<file path="config.mk">
export PLATFORM = sky130hd
export DESIGN_NAME = ccoSerializer
export DESIGN_NICKNAME = d
export VERILOG_FILES = /design/src/rtl/ccoSerPkg.sv /design/src/rtl/ccoCtrl.sv /design/src/rtl/ccoShifter.sv /design/src/rtl/ccoSerializer.sv
export SDC_FILE = /design/constraint.sdc
export NUM_CORES = 1
export LEC_CHECK = 0
export ABC_AREA = 1
export CORE_MARGIN = 2
export CORE_UTILIZATION = 49
export CTS_CLUSTER_DIAMETER = 30
export CTS_CLUSTER_SIZE = 40
export DETAILED_ROUTE_END_ITERATION = 16
export GPL_TIMING_DRIVEN = 0
export PLACE_DENSITY = 0.89
export SLEW_MARGIN = 20
export SYNTH_ARGS = -nofsm -noshare
export SYNTH_HDL_FRONTEND = slang
export SYNTH_SLANG_ARGS = --single-unit
</file>
<file path="constraint.sdc">
create_clock -name clk -period 1.5 [get_ports clk]
set_input_delay 0.3 -clock clk [delete_from_list [all_inputs] [get_ports clk]]
set_output_delay 0.3 -clock clk [all_outputs]
set_load 0.05 [all_outputs]
</file>
<file path="src/rtl/ccoSerPkg.sv">
package ccoSerPkg;
  // strobes from sequencing control to the shifting datapath
  typedef struct packed {
    logic load;   // capture a fresh per-channel flag word
    logic shift;  // advance to the next stream's flag
  } ccoStrobe_t;
endpackage

</file>
<file path="src/rtl/ccoCtrl.sv">
module ccoCtrl
  import ccoSerPkg::*;
#(
  parameter int NUM_STREAMS  = 8,
  parameter int NUM_CHANNELS = 32
) (
  input  logic                            clk,
  input  logic                            rstN,
  input  logic                            framePulse,
  output ccoStrobe_t                      strobe,
  output logic                            rdEn,
  output logic [$clog2(NUM_CHANNELS)-1:0] rdAddr
);
  localparam int POS_W = $clog2(NUM_STREAMS);
  localparam int CH_W  = $clog2(NUM_CHANNELS);
  localparam logic [POS_W-1:0] LAST_POS = POS_W'(NUM_STREAMS - 1);
  localparam logic [CH_W-1:0]  LAST_CH  = CH_W'(NUM_CHANNELS - 1);
  localparam logic [CH_W-1:0]  FIRST_FETCH = CH_W'(1 % NUM_CHANNELS);
  localparam logic [CH_W:0]    CH_COUNT = (CH_W + 1)'(NUM_CHANNELS);

  logic [POS_W-1:0] bitPos;
  logic [CH_W-1:0]  chan;
  logic             synced;
  logic             slotEnd;
  logic [CH_W:0]    aheadSum;
  logic [CH_W-1:0]  fetchChan;

  assign slotEnd = synced && (bitPos == LAST_POS);

  // channel two slots beyond the current one, modulo the channel count
  always_comb begin
    aheadSum = {1'b0, chan} + (CH_W + 1)'(2);
    if (aheadSum >= CH_COUNT) fetchChan = CH_W'(aheadSum - CH_COUNT);
    else                      fetchChan = aheadSum[CH_W-1:0];
  end

  always_ff @(posedge clk or negedge rstN) begin
    if (!rstN) begin
      bitPos <= '0;
      chan   <= '0;
      synced <= 1'b0;
    end else if (framePulse) begin
      bitPos <= '0;
      chan   <= '0;
      synced <= 1'b1;
    end else if (slotEnd) begin
      bitPos <= '0;
      chan   <= (chan == LAST_CH) ? '0 : chan + CH_W'(1);
    end else if (synced) begin
      bitPos <= bitPos + POS_W'(1);
    end
  end

  always_comb begin
    strobe.load  = framePulse || slotEnd;
    strobe.shift = synced && !strobe.load;
    rdEn         = strobe.load;
    rdAddr       = framePulse ? FIRST_FETCH : fetchChan;
  end


  realign_chk: assert property (@(posedge clk) disable iff (!rstN)
    framePulse |=> (bitPos == '0 && chan == '0 && synced));


  rd_spacing_chk: assert property (@(posedge clk) disable iff (!rstN)
    rdEn |=> (!rdEn || framePulse));


  wrap_chk: assert property (@(posedge clk) disable iff (!rstN)
    (slotEnd && chan == LAST_CH && !framePulse) |=> (chan == '0 && bitPos == '0));
endmodule

</file>
<file path="src/rtl/ccoShifter.sv">
module ccoShifter
  import ccoSerPkg::*;
#(
  parameter int NUM_STREAMS = 8
) (
  input  logic                   clk,
  input  logic                   rstN,
  input  ccoStrobe_t             strobe,
  input  logic [NUM_STREAMS-1:0] rdData,
  output logic                   ccoOut
);
  logic [NUM_STREAMS-1:0] shiftReg;

  always_ff @(posedge clk or negedge rstN) begin
    if (!rstN)             shiftReg <= '0;
    else if (strobe.load)  shiftReg <= rdData;
    else if (strobe.shift) shiftReg <= shiftReg >> 1;
  end

  assign ccoOut = shiftReg[0];


  load_first_bit_chk: assert property (@(posedge clk) disable iff (!rstN)
    strobe.load |=> (ccoOut == $past(rdData[0])));


  idle_hold_chk: assert property (@(posedge clk) disable iff (!rstN)
    (!strobe.load && !strobe.shift) |=> $stable(ccoOut));
endmodule

</file>
<file path="src/rtl/ccoSerializer.sv">
module ccoSerializer
  import ccoSerPkg::*;
#(
  parameter int NUM_STREAMS  = 8,
  parameter int NUM_CHANNELS = 32
) (
  input  logic                            clk,
  input  logic                            rstN,
  input  logic                            framePulse,
  output logic                            rdEn,
  output logic [$clog2(NUM_CHANNELS)-1:0] rdAddr,
  input  logic [NUM_STREAMS-1:0]          rdData,
  output logic                            ccoOut
);
  ccoStrobe_t strobe;

  ccoCtrl #(
    .NUM_STREAMS (NUM_STREAMS),
    .NUM_CHANNELS(NUM_CHANNELS)
  ) u_ctrl (
    .clk       (clk),
    .rstN      (rstN),
    .framePulse(framePulse),
    .strobe    (strobe),
    .rdEn      (rdEn),
    .rdAddr    (rdAddr)
  );

  ccoShifter #(
    .NUM_STREAMS(NUM_STREAMS)
  ) u_shift (
    .clk   (clk),
    .rstN  (rstN),
    .strobe(strobe),
    .rdData(rdData),
    .ccoOut(ccoOut)
  );


  pulse_fetch_chk: assert property (@(posedge clk) disable iff (!rstN)
    framePulse |-> (rdEn && rdAddr == 1));
endmodule

</file>
==> impl_metrics.env, run 1 <==
export IMPL_p_per_area_nw_per_um2=1030
export IMPL_hold_viol=0
export IMPL_clock_sinks=17
export IMPL_max_freq_ghz=0.604
export IMPL_synth_area_leaders="dfrtp_1 (48%), nand2_1 (11%), o21ai_1 (7.4%)"
export IMPL_arrival_ns=1.36
export IMPL_setup_slack_ns=-0.157
export IMPL_synth_commonest_cells="nand2_1 (25), dfrtp_1 (17), nor2_1 (13), o21ai_1 (13), nand3_1 (8)"
export IMPL_ys_types=19
export IMPL_min_from="framePulse"
export IMPL_die_w_um=46.4
export IMPL_boundaryPins=18
export IMPL_holdPathStages=4
export IMPL_fillers=141
export IMPL_power_uw=1280
export IMPL_final_max_slew_viol_count=0
export IMPL_clk_path_buf_depth=2
export IMPL_holdBufCountCts=0
export IMPL_antenna_found_initial=0
export IMPL_clk_pin_slew_worst_paths_ns=0.10
export IMPL_dr_pass1_iters=4
export IMPL_rows=15
export IMPL_netlist_area_um2=881
export IMPL_fin_nets=152
export IMPL_skew_ns=0.00543
export IMPL_async_flop_share=1.00
export IMPL_critical_path_class="flop to output port"
export IMPL_finalSetupViolCount=6
export IMPL_ys_flop_type="dfrtp_1"
export IMPL_tightest_slew_ns=0.756
export IMPL_fin_cells=160
export IMPL_crit_fanout=5
export IMPL_drtIter0Drc=18
export IMPL_core_region_area_um2=1710
export IMPL_diodes=0
export IMPL_cts_max_level=1
export IMPL_grt_max_degree=18
export IMPL_layout_min_cycle_time_ns=1.66
export IMPL_clk_latency_ns=0.30
export IMPL_power_leakage_uw=0.000578
export IMPL_ys_ff_latch=17
export IMPL_cts_buffers=3
export IMPL_synth_area_leader_cell="dfrtp_1"
export IMPL_maxSlewHeadroom=0.494
export IMPL_grt_first_pass_wirelength_um=3210
export IMPL_synth_fp_nets=120
export IMPL_viasPerCell=5.19
export IMPL_worstReg2RegEnd="u_ctrl.chan[2]"
export IMPL_grt_overflow=0
export IMPL_cts_tree="built"
export IMPL_initial_core_util=0.516
export IMPL_ff2ff_setup_slack_ns=-0.06
export IMPL_port_buffers=16
export IMPL_fin_crit_sh=1.10
export IMPL_cp_required_ns=1.20
export IMPL_drv_cap=0
export IMPL_regArea_um2=427
export IMPL_die_y_um=46.4
export IMPL_area_delta_synth_final_pct=41.3
export IMPL_routed_wirelength_um=2110
export IMPL_yosysWarnings=0
export IMPL_wire_per_inst_um=13.2
export IMPL_grt_pass1_vias=763
export IMPL_reg2reg_from="u_ctrl.chan[1]"
export IMPL_synth_edf_count=0
export IMPL_hold_end="u_shift.shiftReg[1]"
export IMPL_dp_cells=145
export IMPL_hold_class="primary input to flop"
export IMPL_outcome="complete, but fails checks"
export IMPL_drc_errors=0
export IMPL_violations="setup timing"
export IMPL_reg2regPathDepth=7
export IMPL_root_buffer="clkbuf_4"
export IMPL_layout_drive_gt1_share=0.311
export IMPL_crit_chain="ha_4 -> xnor2_1 -> nor2_2 -> buf_6"
export IMPL_start_kind="flop"
export IMPL_setup_tns_ns=-0.647
export IMPL_drt_antenna_violating_nets=0
export IMPL_rsz0062_at_grt="true"
export IMPL_place_ws_ns=-0.660
export IMPL_whs_ns=0.408
export IMPL_yosysTopAreaCellShare=0.483
export IMPL_cp_end_kind="output port"
export IMPL_hpwlAfterDp_um=1350
export IMPL_yosysMostFrequentCell="nand2_1"
export IMPL_ys_seq_area_frac=0.483
export IMPL_syn_avg_cell_area_um2=8.47
export IMPL_critPathMaxStageDelay_ns=0.46
export IMPL_floorplan_die_area_um2=2150
export IMPL_ir_drop_v=0.000700
export IMPL_slowest_stage="dfrtp_2"
export IMPL_synth_cells=104
export IMPL_globalplace_congestion=0.855
export IMPL_dr_total_vias=831
export IMPL_multiInputGateArea_um2=467
export IMPL_grt_total_usage=0.219
[sequential cells by signal (all words and copies together) (netlist names)]
register and flops:
u_ctrl.synced 1, u_ctrl.bitPos 3, u_ctrl.chan 5, u_shift.shiftReg 8
[area by class of cell]
type | count | area share
sequential | 17 | 0.343
inverter | 8 | 0.0241
timing repair buffer | 28 | 0.197
clock buffer | 4 | 0.0211
tap | 25 | 0.0251
multi-input combinational | 76 | 0.375
buffer | 2 | 0.0151
[cells by family after synthesis]
| group | synth area share |
|---|---|
| AOI/OAI and AO/OA | 0.108 |
| xor gates and xnor gates | 0.0199 |
| adders and majority gates | 0.0710 |
| buffers and inverters | 0.0639 |
| DFF | 0.483 |
| and+or+nand+nor | 0.254 |
[report_power, final]
part           internal, uW  switching (uW)  total [uW]
logic                   207             231         438
registers               531            60.3         592
clock network           104             149         253
total                   842             441        1280
[repair_timing]
| action | 4_1_cts | 5_1_grt |
|---|---|---|
| buffers inserted | 11 | 0 |
| cloned | 1 | 0 |
| setup endpoints to repair | 9 | 12 |
| pin swaps | 6 | 4 |
| gates resized for setup | 49 | 8 |
[metal layers]
metal,up-vias,track usage,part of all wire
met3,7,0.0392,0.042
met1,395,0.225,0.38
met5,-,0,0
met2,28,0.428,0.56
li1,401,-,-
met4,0,0.0800,0.022
[cell usage in the layout (no fill, tap or decap), types with 3 or more instances in the layout]
master            n
buf_6             5
inv_1             5
o21ai_1          13
nand2_1          23
inv_2             3
nor2_1           10
clkbuf_4          3
a21oi_1           3
buf_2             3
nand3_1           7
buf_4            11
dfrtp_1          16
clkdlybuf4s50_1   9
ha_4              3
nor2_2            3
[worst max path at each step]
stage | slack (ns) | startpoint | to
after floorplan | 0.03 | u_ctrl.chan[1] | rdAddr[3]
after global routing | -0.21 | u_ctrl.chan[1] | rdAddr[3]
final | -0.16 | u_ctrl.chan[1] | rdAddr[3]
after detailed placement | -0.66 | u_ctrl.bitPos[0] | rdEn
after global placement | -0.64 | u_ctrl.bitPos[0] | rdEn
after CTS | -0.23 | u_ctrl.bitPos[1] | rdEn
[worst max-delay path, delay by kind of cell (launching register included)]
kind | cells | cell delay, ns
adders and majority gates | 1 | 0.18
DFF | 1 | 0.46
buffers and inverters | 1 | 0.17
xor gates and xnor gates | 1 | 0.12
and+or+nand+nor | 1 | 0.12
[per-stage QoR]
stage | cell area [um^2] | utilization
floorplan | 888 | -
global placement | 1080 | 0.632
detailed placement | 1080 | 0.632
CTS | 1240 | 0.725
global route | 1240 | 0.729
finish | 1240 | 0.729
(Power assumes the default switching activity.)
==> inputs of run 2 (changes only) <==
CAP_MARGIN = 20   (was default)
==> results of run 2 <==
Final layout, timing and power as in run 1 (identical DEF).
